--- src/rtl/serial_rx_pkg.sv ---
// Shared types for the serial receiver.
// Assumes the character width never exceeds 8 data bits.
package serial_rx_pkg;
    localparam int unsigned DATA_W = 8;

    // One FIFO entry: error bits above the data byte.
    typedef struct packed {
        logic              brk;
        logic              fe;
        logic              pe;
        logic [DATA_W-1:0] data;
    } rx_entry_t;

    typedef enum logic [2:0] {
        ST_IDLE, ST_START, ST_DATA, ST_PAR, ST_STOP, ST_HOLD
    } rx_state_t;
endpackage

--- src/rtl/rx_frame.sv ---
// Character assembler: start detection, centre sampling, parity, stop and break.
// Assumes rx_s is already synchronised and tick is a one-cycle strobe at OSR x baud.
module rx_frame
    import serial_rx_pkg::*;
#(
    parameter int unsigned OSR = 16
) (
    input  logic       clk,
    input  logic       rst_n,
    input  logic       tick,
    input  logic       rx_s,
    input  logic [1:0] wlen,
    input  logic       par_en,
    input  logic [1:0] par_sel,
    output logic       push,
    output rx_entry_t  entry
);
    localparam int unsigned CW  = $clog2(OSR);
    localparam int unsigned HW  = $clog2(OSR * (DATA_W + 3) + 1);
    localparam logic [CW-1:0] MID  = CW'(OSR / 2 - 1);
    localparam logic [CW-1:0] LAST = CW'(OSR - 1);

    rx_state_t         state;
    logic [CW-1:0]     cnt;
    logic [2:0]        idx;
    logic [DATA_W-1:0] shreg;
    logic              par_bit;
    logic              prev;
    logic [HW-1:0]     hold_cnt;
    logic [2:0]        last_idx;
    logic [HW-1:0]     char_ticks;
    logic              par_exp;
    logic              is_break;

    // Derive frame geometry and expected parity from the line settings.
    always_comb begin
        last_idx   = 3'd4 + {1'b0, wlen};
        char_ticks = HW'(OSR * (2 + 5 + int'(wlen) + int'(par_en)));
        case (par_sel)
            2'b00:   par_exp = ~^shreg;
            2'b01:   par_exp = ^shreg;
            2'b10:   par_exp = 1'b1;
            default: par_exp = 1'b0;
        endcase
        is_break = !rx_s && (shreg == '0) && (!par_en || !par_bit);
    end

    // Receive state machine driven by the oversampling tick.
    always_ff @(posedge clk) begin
        if (!rst_n) begin
            state    <= ST_IDLE;
            cnt      <= '0;
            idx      <= '0;
            shreg    <= '0;
            par_bit  <= 1'b0;
            prev     <= 1'b1;
            hold_cnt <= '0;
            push     <= 1'b0;
            entry    <= '0;
        end else begin
            push <= 1'b0;
            if (tick) prev <= rx_s;
            case (state)
                ST_IDLE: if (tick && prev && !rx_s) begin
                    state <= ST_START;
                    cnt   <= '0;
                end
                ST_START: if (tick) begin
                    if (cnt == MID) begin
                        cnt <= '0;
                        if (rx_s) begin
                            state <= ST_IDLE;
                        end else begin
                            state <= ST_DATA;
                            idx   <= '0;
                            shreg <= '0;
                        end
                    end else begin
                        cnt <= cnt + 1'b1;
                    end
                end
                ST_DATA: if (tick) begin
                    if (cnt == LAST) begin
                        cnt        <= '0;
                        shreg[idx] <= rx_s;
                        if (idx == last_idx) state <= par_en ? ST_PAR : ST_STOP;
                        else                 idx   <= idx + 1'b1;
                    end else begin
                        cnt <= cnt + 1'b1;
                    end
                end
                ST_PAR: if (tick) begin
                    if (cnt == LAST) begin
                        cnt     <= '0;
                        par_bit <= rx_s;
                        state   <= ST_STOP;
                    end else begin
                        cnt <= cnt + 1'b1;
                    end
                end
                ST_STOP: if (tick) begin
                    if (cnt == LAST) begin
                        cnt  <= '0;
                        push <= 1'b1;
                        if (is_break) begin
                            entry    <= '{brk: 1'b1, fe: 1'b0, pe: 1'b0, data: '0};
                            state    <= ST_HOLD;
                            hold_cnt <= '0;
                        end else begin
                            entry <= '{brk: 1'b0, fe: !rx_s,
                                       pe: par_en && (par_bit != par_exp), data: shreg};
                            state <= ST_IDLE;
                        end
                    end else begin
                        cnt <= cnt + 1'b1;
                    end
                end
                ST_HOLD: if (tick) begin
                    if (!rx_s)                          hold_cnt <= '0;
                    else if (hold_cnt == char_ticks - 1) state   <= ST_IDLE;
                    else                                hold_cnt <= hold_cnt + 1'b1;
                end
                default: state <= ST_IDLE;
            endcase
        end
    end

    // a start that is high again at the re-sample returns to idle
    a_r1_glitch_abort: assert property (@(posedge clk) disable iff (!rst_n)
        (state == ST_START && tick && cnt == MID && rx_s) |=> state == ST_IDLE);
    // a break entry carries zero data and only the break bit
    a_r5_break_entry: assert property (@(posedge clk) disable iff (!rst_n)
        (push && entry.brk) |-> (entry.data == '0 && !entry.fe && !entry.pe));
    // while holding after a break, a low line keeps the receiver waiting
    a_r5_hold_low: assert property (@(posedge clk) disable iff (!rst_n)
        (state == ST_HOLD && !rx_s) |=> (state == ST_HOLD && !push));
    // each character is pushed exactly once
    a_r6_push_pulse: assert property (@(posedge clk) disable iff (!rst_n)
        push |=> !push);
endmodule

--- src/rtl/rx_fifo.sv ---
// Receive FIFO of character entries with a count of entries carrying errors.
// Assumes push and pop are single-cycle strobes; a push while full without pop is dropped.
module rx_fifo
    import serial_rx_pkg::*;
#(
    parameter int unsigned DEPTH = 16
) (
    input  logic      clk,
    input  logic      rst_n,
    input  logic      push,
    input  rx_entry_t wdata,
    input  logic      pop,
    output logic      full,
    output logic      empty,
    output rx_entry_t head,
    output logic      err_any
);
    localparam int unsigned AW = $clog2(DEPTH);
    localparam logic [AW:0] DEPTH_C = (AW + 1)'(DEPTH);

    rx_entry_t     mem [DEPTH];
    logic [AW-1:0] wp, rp;
    logic [AW:0]   count, err_cnt;
    logic          do_push, do_pop, in_err, head_err;

    // Qualify strobes against occupancy.
    always_comb begin
        full     = (count == DEPTH_C);
        empty    = (count == '0);
        do_pop   = pop && !empty;
        do_push  = push && (!full || pop);
        head     = empty ? '0 : mem[rp];
        in_err   = wdata.brk | wdata.fe | wdata.pe;
        head_err = head.brk | head.fe | head.pe;
        err_any  = (err_cnt != '0);
    end

    // Store an accepted entry.
    always_ff @(posedge clk) begin
        if (do_push) mem[wp] <= wdata;
    end

    // Advance pointers and occupancy counters.
    always_ff @(posedge clk) begin
        if (!rst_n) begin
            wp      <= '0;
            rp      <= '0;
            count   <= '0;
            err_cnt <= '0;
        end else begin
            if (do_push) wp <= (wp == AW'(DEPTH - 1)) ? '0 : wp + 1'b1;
            if (do_pop)  rp <= (rp == AW'(DEPTH - 1)) ? '0 : rp + 1'b1;
            count   <= count + (AW + 1)'(do_push) - (AW + 1)'(do_pop);
            err_cnt <= err_cnt + (AW + 1)'(do_push && in_err) - (AW + 1)'(do_pop && head_err);
        end
    end

    // a push into a full FIFO without a pop leaves occupancy unchanged
    a_r7_no_overflow: assert property (@(posedge clk) disable iff (!rst_n)
        (push && full && !pop) |=> count == $past(count));
    // popping an empty FIFO with no push keeps it empty
    a_r6_pop_empty: assert property (@(posedge clk) disable iff (!rst_n)
        (pop && empty && !push) |=> empty);
    // errored entries never outnumber stored entries
    a_r10_err_bound: assert property (@(posedge clk) disable iff (!rst_n)
        err_cnt <= count);
endmodule

--- src/rtl/rx_line_flags.sv ---
// Sticky line-status flags {break, framing, parity, overrun}, cleared by a status read.
// Assumes a set and a read in the same cycle resolve in favour of the set.
module rx_line_flags
    import serial_rx_pkg::*;
(
    input  logic       clk,
    input  logic       rst_n,
    input  logic       push,
    input  rx_entry_t  entry,
    input  logic       overrun,
    input  logic       stat_rd,
    output logic [3:0] flags
);
    logic [3:0] set_vec;

    // Collect this cycle's flag events.
    always_comb set_vec = {push && entry.brk, push && entry.fe, push && entry.pe, overrun};

    // Set on an event, clear on a status read.
    always_ff @(posedge clk) begin
        if (!rst_n) begin
            flags <= '0;
        end else begin
            for (int i = 0; i < 4; i++) begin
                if (set_vec[i])   flags[i] <= 1'b1;
                else if (stat_rd) flags[i] <= 1'b0;
            end
        end
    end

    // a read with no new events clears every flag
    a_r8_read_clears: assert property (@(posedge clk) disable iff (!rst_n)
        (stat_rd && set_vec == '0) |=> flags == '0);
    // an event sets its flag even during a read
    a_r8_set_wins: assert property (@(posedge clk) disable iff (!rst_n)
        (set_vec != '0) |=> ((flags & $past(set_vec)) == $past(set_vec)));
endmodule

--- src/rtl/serial_rx_linestat.sv ---
// Top of the serial receiver: line synchroniser, frame assembler, FIFO and status flags.
// Assumes os_tick is a one-cycle strobe at 16x the bit rate (OSR parameter).
module serial_rx_linestat
    import serial_rx_pkg::*;
#(
    parameter int unsigned OSR        = 16,
    parameter int unsigned FIFO_DEPTH = 16
) (
    input  logic       clk,
    input  logic       rst_n,
    input  logic       os_tick,
    input  logic [1:0] wlen,
    input  logic       par_en,
    input  logic [1:0] par_sel,
    input  logic       rx_in,
    input  logic       rd_pop,
    input  logic       stat_rd,
    output logic [7:0] rx_data,
    output logic [2:0] rx_err,
    output logic [5:0] line_status
);
    logic [1:0] sync;
    logic       push, full, empty, err_any, overrun;
    rx_entry_t  entry, head;
    logic [3:0] flags;

    // Bring the asynchronous line into the clock domain, idle high.
    always_ff @(posedge clk) begin
        if (!rst_n) sync <= 2'b11;
        else        sync <= {sync[0], rx_in};
    end

    rx_frame #(.OSR(OSR)) u_frame (
        .clk(clk), .rst_n(rst_n), .tick(os_tick), .rx_s(sync[1]),
        .wlen(wlen), .par_en(par_en), .par_sel(par_sel),
        .push(push), .entry(entry)
    );

    rx_fifo #(.DEPTH(FIFO_DEPTH)) u_fifo (
        .clk(clk), .rst_n(rst_n), .push(push), .wdata(entry), .pop(rd_pop),
        .full(full), .empty(empty), .head(head), .err_any(err_any)
    );

    assign overrun = push && full && !rd_pop;

    rx_line_flags u_flags (
        .clk(clk), .rst_n(rst_n), .push(push), .entry(entry),
        .overrun(overrun), .stat_rd(stat_rd), .flags(flags)
    );

    assign rx_data     = head.data;
    assign rx_err      = {head.brk, head.fe, head.pe};
    assign line_status = {err_any, flags, !empty};

    // data ready drops only through a pop
    a_r9_ready_hold: assert property (@(posedge clk) disable iff (!rst_n)
        (line_status[0] && !rd_pop) |=> line_status[0]);
endmodule

--- config.mk ---
export PLATFORM = sky130hd
export DESIGN_NAME = serial_rx_linestat
export DESIGN_NICKNAME = d
export VERILOG_FILES = /design/src/rtl/serial_rx_pkg.sv /design/src/rtl/rx_frame.sv /design/src/rtl/rx_fifo.sv /design/src/rtl/rx_line_flags.sv /design/src/rtl/serial_rx_linestat.sv
export SDC_FILE = /design/constraint.sdc
export NUM_CORES = 1
export LEC_CHECK = 0
export BUFFER_PORTS_ARGS = -buffer_cell sky130_fd_sc_hd__buf_2
export CORE_MARGIN = 4
export CORE_UTILIZATION = 25
export CTS_CLUSTER_DIAMETER = 50
export DETAILED_ROUTE_END_ITERATION = 6
export PLACE_DENSITY = 0.38
export SLEW_MARGIN = 20
export SYNTH_ARGS = -nofsm -noshare
export SYNTH_HDL_FRONTEND = slang
export SYNTH_SLANG_ARGS = --single-unit
--- constraint.sdc ---
create_clock -name clk -period 8.7 [get_ports clk]
set_input_delay 1.74 -clock clk [delete_from_list [all_inputs] [get_ports clk]]
set_output_delay 1.74 -clock clk [all_outputs]
set_load 0.01 [all_outputs]
* Yosys cells after proc, flatten, opt, wreduce, memory -nomap -nowiden
Memory sizes are Yosys's and may differ from the RTL's. A register that Yosys moved wholly into a read port is not among the register bits. Index checks and enable logic that the tools add are counted.
Word-level totals: logic and storage cells 181, flip-flop bits (word level) 64, memories 1, input bits 11, bits in writable memories 176
Memory list:
- u_fifo.mem | depth 16, bits a word 11, rd ports 1, clocked after memory_dff 1, write ports 1, line rx_fifo.sv:21 | rx_entry_t mem [DEPTH];
Operators by class: bitwise operators 4, equal/unequal tests 33, muxes and demuxes 61, reductions and logical operators 46, add/sub/neg operators 13, order comparisons 2
Operators by type and width (number):
- 8-bit 2-to-1 mux | 11
- 3-bit 2-to-1 mux | 21
- 4-bit 2-to-1 mux | 9
- 8-bit by 32-bit equality test with 1-bit output | 1
- 8-bit case mux with 2 select lines | 2
- 11-bit 2-to-1 mux | 2
- 2-bit by 1-bit != test with 1-bit output, second input constant | 9
- 3-bit case mux with 6 select lines | 1
- 2-bit != test, second input constant | 8
- 1-bit logical AND | 15
- 13-bit AND reduction | 1
- 4-bit by 1-bit adder with 4-bit output, second input constant | 3
- 4-bit equality test, second input constant | 3
- 4-bit case mux with 3 select lines | 1
- 6-bit AND reduction | 2
- 2-bit nonzero test | 6
- 5-bit by 1-bit adder with 5-bit output | 2
- 5-bit by 1-bit subtractor with 5-bit output | 2
- 1-bit 2-to-1 mux | 9
- 3-bit AND reduction | 3
- 8-bit by 1-bit subtractor with 9-bit output, second input constant | 1
- 8-bit by 1-bit adder with 8-bit output, second input constant | 1
- 8-bit bitwise mux | 1
- 8-bit logical NOT | 1
- 33 further kinds | 44

* Logic depth before layout (Yosys ltp)
word-level depth 8, depth in mapped cells 17, depth with buffers taken out 16

* Modules after synthesis
A second synthesis with hierarchy kept.
Second synthesis, totals: cells, all modules 732, area, all modules 10493.8 sq um
By module, submodules not included:
- rx_fifo | area each 7975.1 sq um, sequential area each 5725.5 sq um, times used 1, cells an instance 421
- rx_frame | area each 2299.7 sq um, sequential area each 800.8 sq um, times used 1, cells an instance 289
- rx_line_flags | area each 146.4 sq um, sequential area each 80.1 sq um, times used 1, cells an instance 15
- serial_rx_linestat | area each 72.6 sq um, sequential area each 40.0 sq um, times used 1, cells an instance 7

* Worst setup path after synthesis
No wires, ideal clock.
kind input to register, from input port par_en, to register u_frame.state[0], arrival 4.009 ns, buffers on the path 0, required time 8.581 ns, path slack 4.572 ns, stages on the path 8, path through inv_1 > ha_1 > fa_1 > or3b_2 > a2111oi_2 > nor2_1 > a2111o_1 > o221a_2
Between the ends: longest elaborated chain between the ends 7
Ends and longest elaborated chain:
- start: declaration | line serial_rx_linestat.sv:13 | input logic par_en,
- parallel branches: the longest is 7 deep, another holds 8-bit by 1-bit subtractor with 9-bit output
- end signal: assignment | line rx_frame.sv:86 | if (idx == last_idx) state <= par_en ? ST_PAR : ST_STOP;
- end: declaration | line rx_frame.sv:23 | rx_state_t state;
Several ways; the timed one is not identified. The select of a mux whose other input is x is not followed. A chain may end at the register's enable or synchronous reset.

==> reports/metrics.yaml <==
power_and_ir_drop:
  finalPower_mw: 2.93
  vdd.ir_drop.worst_v: 0.000130
  power.density_nw_per_um2: 237
  leakagePower_nw: 4.46
drt:
  num_vias: 6060
  viasPerCell: 4.58
  drt_iter0_markers: 304
  drtAntennaViolNets: 0
  drc: 0
  wl_per_cell_um: 19.3
  firstDrtPassIters: 6
  routed_wl_mm: 25.5
worst_setup_path:
  critPathKind: "reg -> out"
  max_stage_delay_ns: 0.98
  critPathLaunchType: "register"
  critical_path_peak_fanout: 44
  crit_top_cell: "mux4_2"
  crit_path_cell_trace: "mux4_2 > mux4_2 > and2_1 > buf_2"
  reg2reg_depth: 14
  crit_buf_inv: 1
  slowest_stage: "dfxtp_4"
  critPathTopFamily: "multiplexers"
  cp.arrival_ns: 2.96
  endpoint_kind: "output port"
  worst-path-stages: 4
  crit_required_ns: 6.96
floorplan:
  dieArea_um2: 44900
  ios: 28
  core_um2: 41000
  num_rows: 74
  dieHeight_um: 212
  die_x_um: 212
  initial_utilization_pct: 25.4
grt:
  grt.total_usage_pct: 11.6
  grt_pass1_wl_mm: 39.5
  grt-ovfl-total: 0
  grt_pass1_vias: 6334
  grt_start_max_net_pins: 52
  antenna_found_initial: 0
clocking:
  cts_max_path_buffers: 3
  numCtsBuffers: 36
  cts-root-buf: "clkbuf_16"
  cts_resized: 0
  cts_num_sinks: 244
  insertion_delay_ns: 0.53
  hold_buffers: 0
  cts.clk_slew.worst_paths_ns: 0.05
  htree_levels: 2
  cts_setup_buffers: 0
  cts_tree: "built"
synth:
  ys.flop_type: "edfxtp_1"
  yosys_warnings: 0
  synth.area.top_cells: "edfxtp_1 (51%), dfxtp_1 (13%), mux4_2 (11%)"
  async_flop_share_pct: 0
  yosys.cell_types.count: 59
  synth_area_um2: 10400
  syn_inst: 729
  syn-num-nets: 768
  synth-seq-cells: 244
  synth-seq-area-share_pct: 63.9
  synth_edf_count: 176
  yosysTopAreaCell: "edfxtp_1"
  synth_top_area_share_pct: 50.8
  postSynthAreaPerCell_um2: 14.3
run_status:
  status: "finished, final reports clean"
hold_path:
  whs_path_depth: 1
  hold_class: "reg -> reg"
placed_design:
  gp_congestion: 0.727
  port_buffers: 27
  place_ws_ns: 4.31
  place_area_um2: 11200
  dp_hpwl_mm: 15.2
timing:
  drv_slew: 0
  worst_slew_pin_slew_ns: 1.09
  skew_ns: 0.0256
  period_needed_ns: 4.70
  fin_ws_ns: 4.00
  relSlewSlack_pct: 26.5
  setup_viol: 0
  rsz0062_at_grt: "no"
  final_hold_viol_count: 0
  period_share_pct: 54.0
  tns_ns: 0
  fmaxAchievable_ghz: 0.213
layout:
  drive_gt1_share_pct: 21.2
  syn2layout_area_growth_pct: 18.5
  finalInstanceArea_um2: 12300
  final_nets: 803
  seqCellArea_um2: 6650
  antenna_cells: 0
  num-fill-cells: 4116
  multi_input_area_um2: 3520
run:
  maxCapViolCount: 0
worst register-to-register path: cells and delay by family, from the launching register on:
kind	cells	cell delay [ns]
compound gates	2	0.25
simple gates	4	0.79
buf+inv	3	0.16
flops	1	0.98
fa+ha+maj	3	0.69
mux	2	1.12
power by group:
group          internal (mW)  switching, mW  total [mW]
sequential              1.25         0.0566        1.31
combinational          0.109          0.121       0.230
clock                  0.841          0.550        1.39
total                   2.20          0.728        2.93
synth_stat cells, types with 5 or more instances:
cell type  number
a21oi_1        35
nor2b_1        10
mux4_2         53
inv_1          36
ha_1           25
nor2_1         67
or3_1           6
nand4_1         8
nand2b_1        7
xor2_1          7
a22oi_1        17
nand2_1        37
and2_1         11
edfxtp_1      176
mux2i_1         6
nor3_1         10
nand3_1        16
xnor2_1         9
o21ai_0        23
a31oi_1         5
clkbuf_1       28
dfxtp_1        68
metrics by stage:
stage	util [%]	instances	hold WS (ns)
final	30.1	1323	0.406
after global routing	30.1	1323	0.421
after CTS	30.1	1323	0.412
after detailed placement	27.2	1258	0.396
after global placement	27.2	1258	0.412
after floorplan	-	729	0.386
state kept, by name, indices dropped and copies added, names as in the netlist, 2 cells and up, named ones only:
register	flops
u_frame.hold_cnt	8
u_frame.state	3
u_fifo.wp	4
u_frame.shreg	8
u_flags.flags	4
u_frame.cnt	4
u_frame.entry	11
u_fifo.mem	176
sync	2
u_fifo.count	5
u_frame.idx	3
u_fifo.rp	4
u_fifo.err_cnt	5
final cells by class:
type | count | share of cell area (%)
multi-input combinational | 410 | 28.6
inverter | 37 | 1.13
clock inverter | 24 | 1.84
tap | 532 | 5.40
clock buffer | 41 | 7.54
timing repair buffer | 35 | 1.58
sequential | 244 | 54.0
per-layer routing:
| layer | track usage (%) | wire length, µm | vias to the layer above |
|---|---|---|---|
| li1 | - | - | 2860 |
| met1 | 16.1 | 11800 | 3043 |
| met2 | 18.6 | 12100 | 111 |
| met3 | 2.12 | 1060 | 46 |
| met4 | 3.53 | 530 | 0 |
| met5 | 0 | 0 | - |
cell families (layout without fill, tap and decap cells):
logic type	count (synthesis)	after routing	synth area share [%]
compound gates	109	109	6.75
fa+ha+maj	28	28	3.58
xor+xnor	16	16	1.35
simple gates	198	198	9.54
buf+inv	75	137	2.83
mux	59	59	12.1
flops	244	244	63.9
path summary, 6_finish.rpt:
path / start / end / slack (ns)
max: register / rx_data[3] / 4.00
min: sync[0] / sync[1] / 0.41
max reg2reg: register / u_fifo.err_cnt[4] / 4.63
min reg2reg: sync[0] / sync[1] / 0.41
placed cells by master, fill, tap and decap left out, types with 16 or more instances in the layout:
cell type	count
a21oi_1	35
ha_1	25
buf_2	27
a22oi_1	17
nor2_1	59
nand2_1	37
inv_1	36
nand3_1	16
clkbuf_16	36
mux4_2	53
o21ai_0	23
edfxtp_1	176
dfxtp_1	66
Power figures use the tool's default switching activity.
